--- src/rtl/recon_pkg.sv ---
package recon_pkg;

    // Geometry and precision
    localparam int DIM       = 4;
    localparam int NCOEF     = DIM * DIM;
    localparam int COEF_W    = 16;
    localparam int PIX_W     = 8;
    localparam int RND_SHIFT = 6;

    // Derived constants
    localparam int COEF_BUS_W = NCOEF * COEF_W;
    localparam int PIX_BUS_W  = NCOEF * PIX_W;
    localparam int PIX_MAX    = (1 << PIX_W) - 1;
    localparam int EXT_W      = COEF_W + 1;
    localparam int SUM_W      = COEF_W + 2;
    localparam logic signed [EXT_W-1:0] RND_BIAS = EXT_W'(1 << (RND_SHIFT - 1));

    typedef logic signed [COEF_W-1:0] coef_t;
    typedef logic [PIX_W-1:0]         pix_t;
    typedef coef_t                    quad_t [DIM];

    // Sequencing states of the handshake controller
    typedef enum logic [1:0] {
        ST_IDLE = 2'd0,
        ST_COL  = 2'd1,
        ST_OUT  = 2'd2
    } rc_state_e;

    // Intermediate values of one butterfly pass
    typedef struct packed {
        coef_t even_sum;
        coef_t even_dif;
        coef_t odd_dif;
        coef_t odd_sum;
    } bfly_mid_t;

    // Rounded down-scale, prediction add and unsigned clamp
    function automatic pix_t recon_pixel(input coef_t v, input pix_t p);
        logic signed [EXT_W-1:0] ext;
        logic signed [EXT_W-1:0] rnd;
        logic signed [SUM_W-1:0] tot;
        ext = {v[COEF_W-1], v};
        rnd = (ext + RND_BIAS) >>> RND_SHIFT;
        tot = $signed({rnd[EXT_W-1], rnd}) + $signed({{(SUM_W-PIX_W){1'b0}}, p});
        if (tot < 0)
            return '0;
        else if (tot > PIX_MAX)
            return pix_t'(PIX_MAX);
        else
            return tot[PIX_W-1:0];
    endfunction

endpackage

--- src/rtl/rc_butterfly.sv ---
module rc_butterfly
    import recon_pkg::*;
(
    input  quad_t x,
    output quad_t y
);

    bfly_mid_t mid;

    // First level: even pair and half-weighted odd pair
    always_comb begin
        mid.even_sum = x[0] + x[2];
        mid.even_dif = x[0] - x[2];
        mid.odd_dif  = (x[1] >>> 1) - x[3];
        mid.odd_sum  = x[1] + (x[3] >>> 1);
    end

    // Second level: combine
    always_comb begin
        y[0] = mid.even_sum + mid.odd_sum;
        y[1] = mid.even_dif + mid.odd_dif;
        y[2] = mid.even_dif - mid.odd_dif;
        y[3] = mid.even_sum - mid.odd_sum;
    end

endmodule

--- src/rtl/rc_recon_lane.sv ---
module rc_recon_lane
    import recon_pkg::*;
(
    input  coef_t res_val,
    input  pix_t  pred_pix,
    output pix_t  rec_pix
);

    assign rec_pix = recon_pixel(res_val, pred_pix);

endmodule

--- src/rtl/rc_ctrl.sv ---
module rc_ctrl
    import recon_pkg::*;
(
    input  logic clk,
    input  logic rst,
    input  logic in_valid,
    output logic in_ready,
    output logic load_mid,
    output logic load_out,
    output logic out_valid
);

    rc_state_e state_q;
    rc_state_e state_d;

    always_comb begin
        state_d = state_q;
        unique case (state_q)
            ST_IDLE: if (in_valid) state_d = ST_COL;
            ST_COL:  state_d = ST_OUT;
            ST_OUT:  state_d = ST_IDLE;
            default: state_d = ST_IDLE;
        endcase
    end

    always_ff @(posedge clk) begin
        if (rst)
            state_q <= ST_IDLE;
        else
            state_q <= state_d;
    end

    assign in_ready  = (state_q == ST_IDLE);
    assign load_mid  = in_ready && in_valid;
    assign load_out  = (state_q == ST_COL);
    assign out_valid = (state_q == ST_OUT);

endmodule

--- src/rtl/inv4x4_recon.sv ---
module inv4x4_recon
    import recon_pkg::*;
(
    input  logic                  clk,
    input  logic                  rst,
    input  logic                  in_valid,
    output logic                  in_ready,
    input  logic [COEF_BUS_W-1:0] coef_in,
    input  logic [PIX_BUS_W-1:0]  pred_in,
    output logic                  out_valid,
    output logic [PIX_BUS_W-1:0]  pix_out
);

    logic load_mid;
    logic load_out;

    quad_t                coef_grid [DIM];
    quad_t                row_res   [DIM];
    quad_t                mid_q     [DIM];
    quad_t                col_res   [DIM];
    logic [PIX_BUS_W-1:0] pred_q;
    pix_t                 rec_pix   [NCOEF];
    logic [PIX_BUS_W-1:0] pix_q;

    rc_ctrl u_ctrl (
        .clk       (clk),
        .rst       (rst),
        .in_valid  (in_valid),
        .in_ready  (in_ready),
        .load_mid  (load_mid),
        .load_out  (load_out),
        .out_valid (out_valid)
    );

    // Unpack the row-major coefficient bus
    always_comb begin
        for (int r = 0; r < DIM; r++)
            for (int c = 0; c < DIM; c++)
                coef_grid[r][c] = coef_in[(r*DIM + c)*COEF_W +: COEF_W];
    end

    // Row pass
    for (genvar r = 0; r < DIM; r++) begin : g_row
        rc_butterfly u_row (
            .x (coef_grid[r]),
            .y (row_res[r])
        );
    end

    // Stage register stores the row results transposed
    always_ff @(posedge clk) begin
        if (load_mid) begin
            for (int r = 0; r < DIM; r++)
                for (int c = 0; c < DIM; c++)
                    mid_q[c][r] <= row_res[r][c];
            pred_q <= pred_in;
        end
    end

    // Column pass: entry c of mid_q holds column c top to bottom
    for (genvar c = 0; c < DIM; c++) begin : g_col
        rc_butterfly u_col (
            .x (mid_q[c]),
            .y (col_res[c])
        );
    end

    // Per-pixel rounding, prediction add and clamp
    for (genvar i = 0; i < NCOEF; i++) begin : g_lane
        localparam int ROW = i / DIM;
        localparam int COL = i % DIM;
        rc_recon_lane u_lane (
            .res_val  (col_res[COL][ROW]),
            .pred_pix (pred_q[i*PIX_W +: PIX_W]),
            .rec_pix  (rec_pix[i])
        );
    end

    always_ff @(posedge clk) begin
        if (load_out) begin
            for (int i = 0; i < NCOEF; i++)
                pix_q[i*PIX_W +: PIX_W] <= rec_pix[i];
        end
    end

    assign pix_out = pix_q;

endmodule

--- config.mk ---
export PLATFORM = sky130hd
export DESIGN_NAME = inv4x4_recon
export DESIGN_NICKNAME = d
export VERILOG_FILES = /design/src/rtl/recon_pkg.sv /design/src/rtl/rc_butterfly.sv /design/src/rtl/rc_recon_lane.sv /design/src/rtl/rc_ctrl.sv /design/src/rtl/inv4x4_recon.sv
export SDC_FILE = /design/constraint.sdc
export NUM_CORES = 2
export LEC_CHECK = 0
export BUFFER_PORTS_ARGS = -buffer_cell sky130_fd_sc_hd__buf_2
export CAP_MARGIN = 0
export CORE_ASPECT_RATIO = 1.1
export CORE_UTILIZATION = 30
export CTS_CLUSTER_DIAMETER = 60
export DETAILED_ROUTE_END_ITERATION = 10
export PLACE_DENSITY = 0.47
export SETUP_SLACK_MARGIN = 0.5
export SLEW_MARGIN = 30
export SYNTH_ARGS = -nofsm -noshare
export SYNTH_HDL_FRONTEND = slang
export SYNTH_SLANG_ARGS = --single-unit
--- constraint.sdc ---
create_clock -name clk -period 21.7 [get_ports clk]
set_clock_uncertainty 0.05 [all_clocks]
set_input_delay 3.255 -clock clk [delete_from_list [all_inputs] [get_ports clk]]
set_output_delay 3.255 -clock clk [all_outputs]
set_load 0.005 [all_outputs]
==> qor.csv <==
stage,metric,value,unit
die,Placement Rows,181,
synthesis,"area leader, netlist",edfxtp_1,
run,max_cap viols,0,
sta,RSZ-0062 raised after global routing,no,
global_route,largest net degree at the start of global routing,72,
setup_path,Arrival @ worst endpoint,7.88,ns
place,port bufs,516,
global_route,initial antenna violation count,35,
setup_path,critical path cell sequence,buf_2 -> inv_1 -> ha_1 -> fa_1 -> nor2b_1 -> o21ai_0 -> a21boi_0 -> o21ai_0 -> a21oi_1 -> o21ai_0 -> a21boi_0 -> o21ai_0 -> nand2b_1 -> a31oi_1 -> o311ai_0 -> ha_1 -> inv_1 -> nor4_1 -> a2111oi_0 -> nand3_1,
sta,Fmax achieved,0.133,GHz
routing,post-route ant nets,0,
synthesis,top_reg_cell synth,edfxtp_1,
sta,post-route setup TNS,0,ns
sta,"Hold Violations, Final",0,
layout,Multi-input gate area,47300,µm²
place,Final GP Congestion,0.914,
synthesis,Syn Inst Count,7736,
clock_network,Root Buffer,clkbuf_16,
synthesis,yosys warns,0,
clock_network,Max Buffers Root-to-Sink,3,
sta,Final setup viols,0,
synthesis,"FF+latch count, synth",506,
synthesis,Post-synth EDFFs,504,
status,outcome,"finished, final reports clean",
setup_path,CP Class,in2reg,
setup_path,nature of the critical path endpoint,register,
sta,"Slew Viols, Final",0,
clock_network,CTS tree,built,
clock_network,CTS buffer count,76,
layout,post-layout util,34.1,%
sta,final worst-path cycle share,34.6,%
layout,Fill cells,23000,
routing,First-pass DRT Iterations,7,
global_route,total global routing overflow,0,
global_route,first-pass GRT wire length,332000,µm
routing,vias post-DR,56100,
clock_network,Hold Buf Count CTS,0,
synthesis,Yosys top cell area share,22.6,%
sta,max_slew headroom,29.0,%
routing,vias per cell,5.01,
synthesis,post-synthesis net count,9304,
clock_network,H-tree depth reported by CTS,3,
clock_network,Clock Latency Late Sink,0.72,ns
routing,Detailed Route Iter0 Violations,3295,
die,Core ar.,221000,µm²
die,die area,225000,µm²
global_route,number of global-route vias before repair,54800,
clock_network,clock sink total,506,
die,Initial Utilization,30.2,%
synthesis,"Seq/Total Area, Yosys",22.7,%
hold_path,worst min path class,reg2reg,
die,# IOs,517,
layout,fraction of layout cells with a size suffix above 1,9.33,%
global_route,all-layer global routing usage,19.3,%
setup_path,worst-path fanout max,8,
layout,Storage cell area,15200,µm²
routing,routed length per instance,20.0,µm
synthesis,syn avg cell area,8.64,µm²
synthesis,area of the mapped netlist,66900,µm²
setup_path,CP dominant cell by count,o21ai_0,
setup_path,crit path launch type,input port,
routing,Remaining DRCs,0,
die,Die Wd,452,µm
die,Die Height,497,µm
setup_path,"Req. time, crit path",22.08,ns
layout,P&R area growth vs syn,12.7,%
sta,Tmin final,7.50,ns
sta,Tightest Pin Transition,1.06,ns
place,post-DP HPWL,192000,µm
routing,final WL,224000,µm
clock_network,PostCTS Resize Cnt,0,
synthesis,share of flip-flops with an asynchronous set or reset,0,%
synthesis,library cells used by synthesis,113,
layout,nets,9761,
clock_network,setup bufs post-CTS,0,
setup_path,Worst path slowest cell,o311ai_0,
clock_network,"Reg clk slew, reported paths",0.05,ns
setup_path,"slowest stage delay, CP",0.58,ns
synthesis,top post-synthesis cells by area,"edfxtp_1, ha_1, xnor2_1",
cell usage in the layout, fill, tap and decap left out, drive strengths merged, types with 58 or more instances in the layout:
cell       n
nor4      58
clkbuf    89
ha      1117
fa        64
a21o     226
a211oi    58
inv     1049
edfxtp   504
o21bai   182
nand3    116
and3      59
nand2    309
xnor2    710
xor2     286
nor2b    111
buf      525
a21oi    685
nor3     142
o21a      73
a31oi     79
nand2b   115
nor2     476
o21ai    324
final cells by class:
| class | count | area share [%] |
|---|---|---|
| multi-input cells | 6054 | 62.8 |
| flip-flops and latches | 506 | 20.1 |
| inverters | 1030 | 5.13 |
| well taps | 2928 | 4.86 |
| repair buffers | 525 | 3.53 |
| clock buffers | 89 | 2.66 |
| clock inverters | 53 | 0.838 |
| diodes | 21 | 0.0697 |
flip-flops by register name, indices dropped and copies added (netlist names):
register        cells
pred_q            128
mid_q             248
u_ctrl.state_q      2
pix_out           128
cells by family (layout without fill, tap and decap cells):
kind of cell    after synthesis  in the layout  synth area share [%]
compound gates             2091           2091                  20.5
buf+inv                    1176           1697                  6.62
xor+xnor                   1004           1004                  13.4
fa+ha+maj                  1183           1183                  22.9
flops                       506            506                  22.7
other cells                   0             21                     0
mux                          42             42                 0.649
simple gates               1734           1734                  13.4
path summary, 6_finish.rpt:
kind                            depth (start not counted)              startpoint  slack, ns                        end
worst min-delay path                                    2    pred_q[80]$_DFFE_PP_       0.62  pix_out[80]$_SDFFCE_PN0N_
worst max register to register                         28  mid_q[1][48]$_DFFE_PP_      14.27  pix_out[52]$_SDFFCE_PN0N_
worst min register to register                          2    pred_q[80]$_DFFE_PP_       0.62  pix_out[80]$_SDFFCE_PN0N_
worst max-delay path                                   20             coef_in[64]      14.20     mid_q[1][46]$_DFFE_PP_
through the flow:
step / hold WS, ns / instances / cell area, µm² / setup slack [ns]
4_1_cts: 0.631 / 11200 / 75300 / 14.18
5_1_grt: 0.655 / 11200 / 75300 / 13.63
6_report: 0.621 / 11200 / 75400 / 14.20
3_3_place_gp: 0.608 / 11000 / 72600 / 13.37
3_5_place_dp: 0.613 / 11000 / 72700 / 13.44
2_1_floorplan: 0.569 / 7736 / 66900 / 9.14
worst max-delay path, delay by kind of cell:
family                   cells  cell delay [ns]
AO/OA/AOI/OAI               10             2.72
adder cells (fa/ha/maj)      3             1.04
AND/OR/NAND/NOR              4             0.53
buffers and inverters        3             0.33
synthesized netlist by cell type, types with 23 or more instances:
cell       instances
o21bai_1         182
a211oi_1          51
nand2b_1         115
nor3_1           141
a21o_1           224
xnor2_1          708
nor2_1           475
a31oi_1           78
nand3b_1          39
o31ai_1           54
xor2_1           285
a21boi_0          43
o2111ai_1         23
or3_1             55
nor4_1            55
a21oi_1          683
o21a_1            73
edfxtp_1         504
nor3b_1           36
ha_1            1117
or4_1             30
nand2_1          309
o211ai_1          56
and3_1            59
nor2b_1          111
a2111oi_0         27
o21ai_0          306
and2_1            28
fa_1              64
or2_2             44
nand3_1          116
mux2i_1           31
inv_1           1029
nand4_1           40
clkbuf_1         129
per-layer routing:
layer	track usage, %	vias to the layer above	part of all wire, %
met3	1.90	258	3.4
met1	24.5	26500	45
li1	-	28300	-
met4	8.15	8	4.4
met2	33.0	1028	47
met5	0	-	0.020
Power is left out: the tool's default activity adds up to more than one toggle a clock period on the data nets, which glitch-free logic cannot reach.
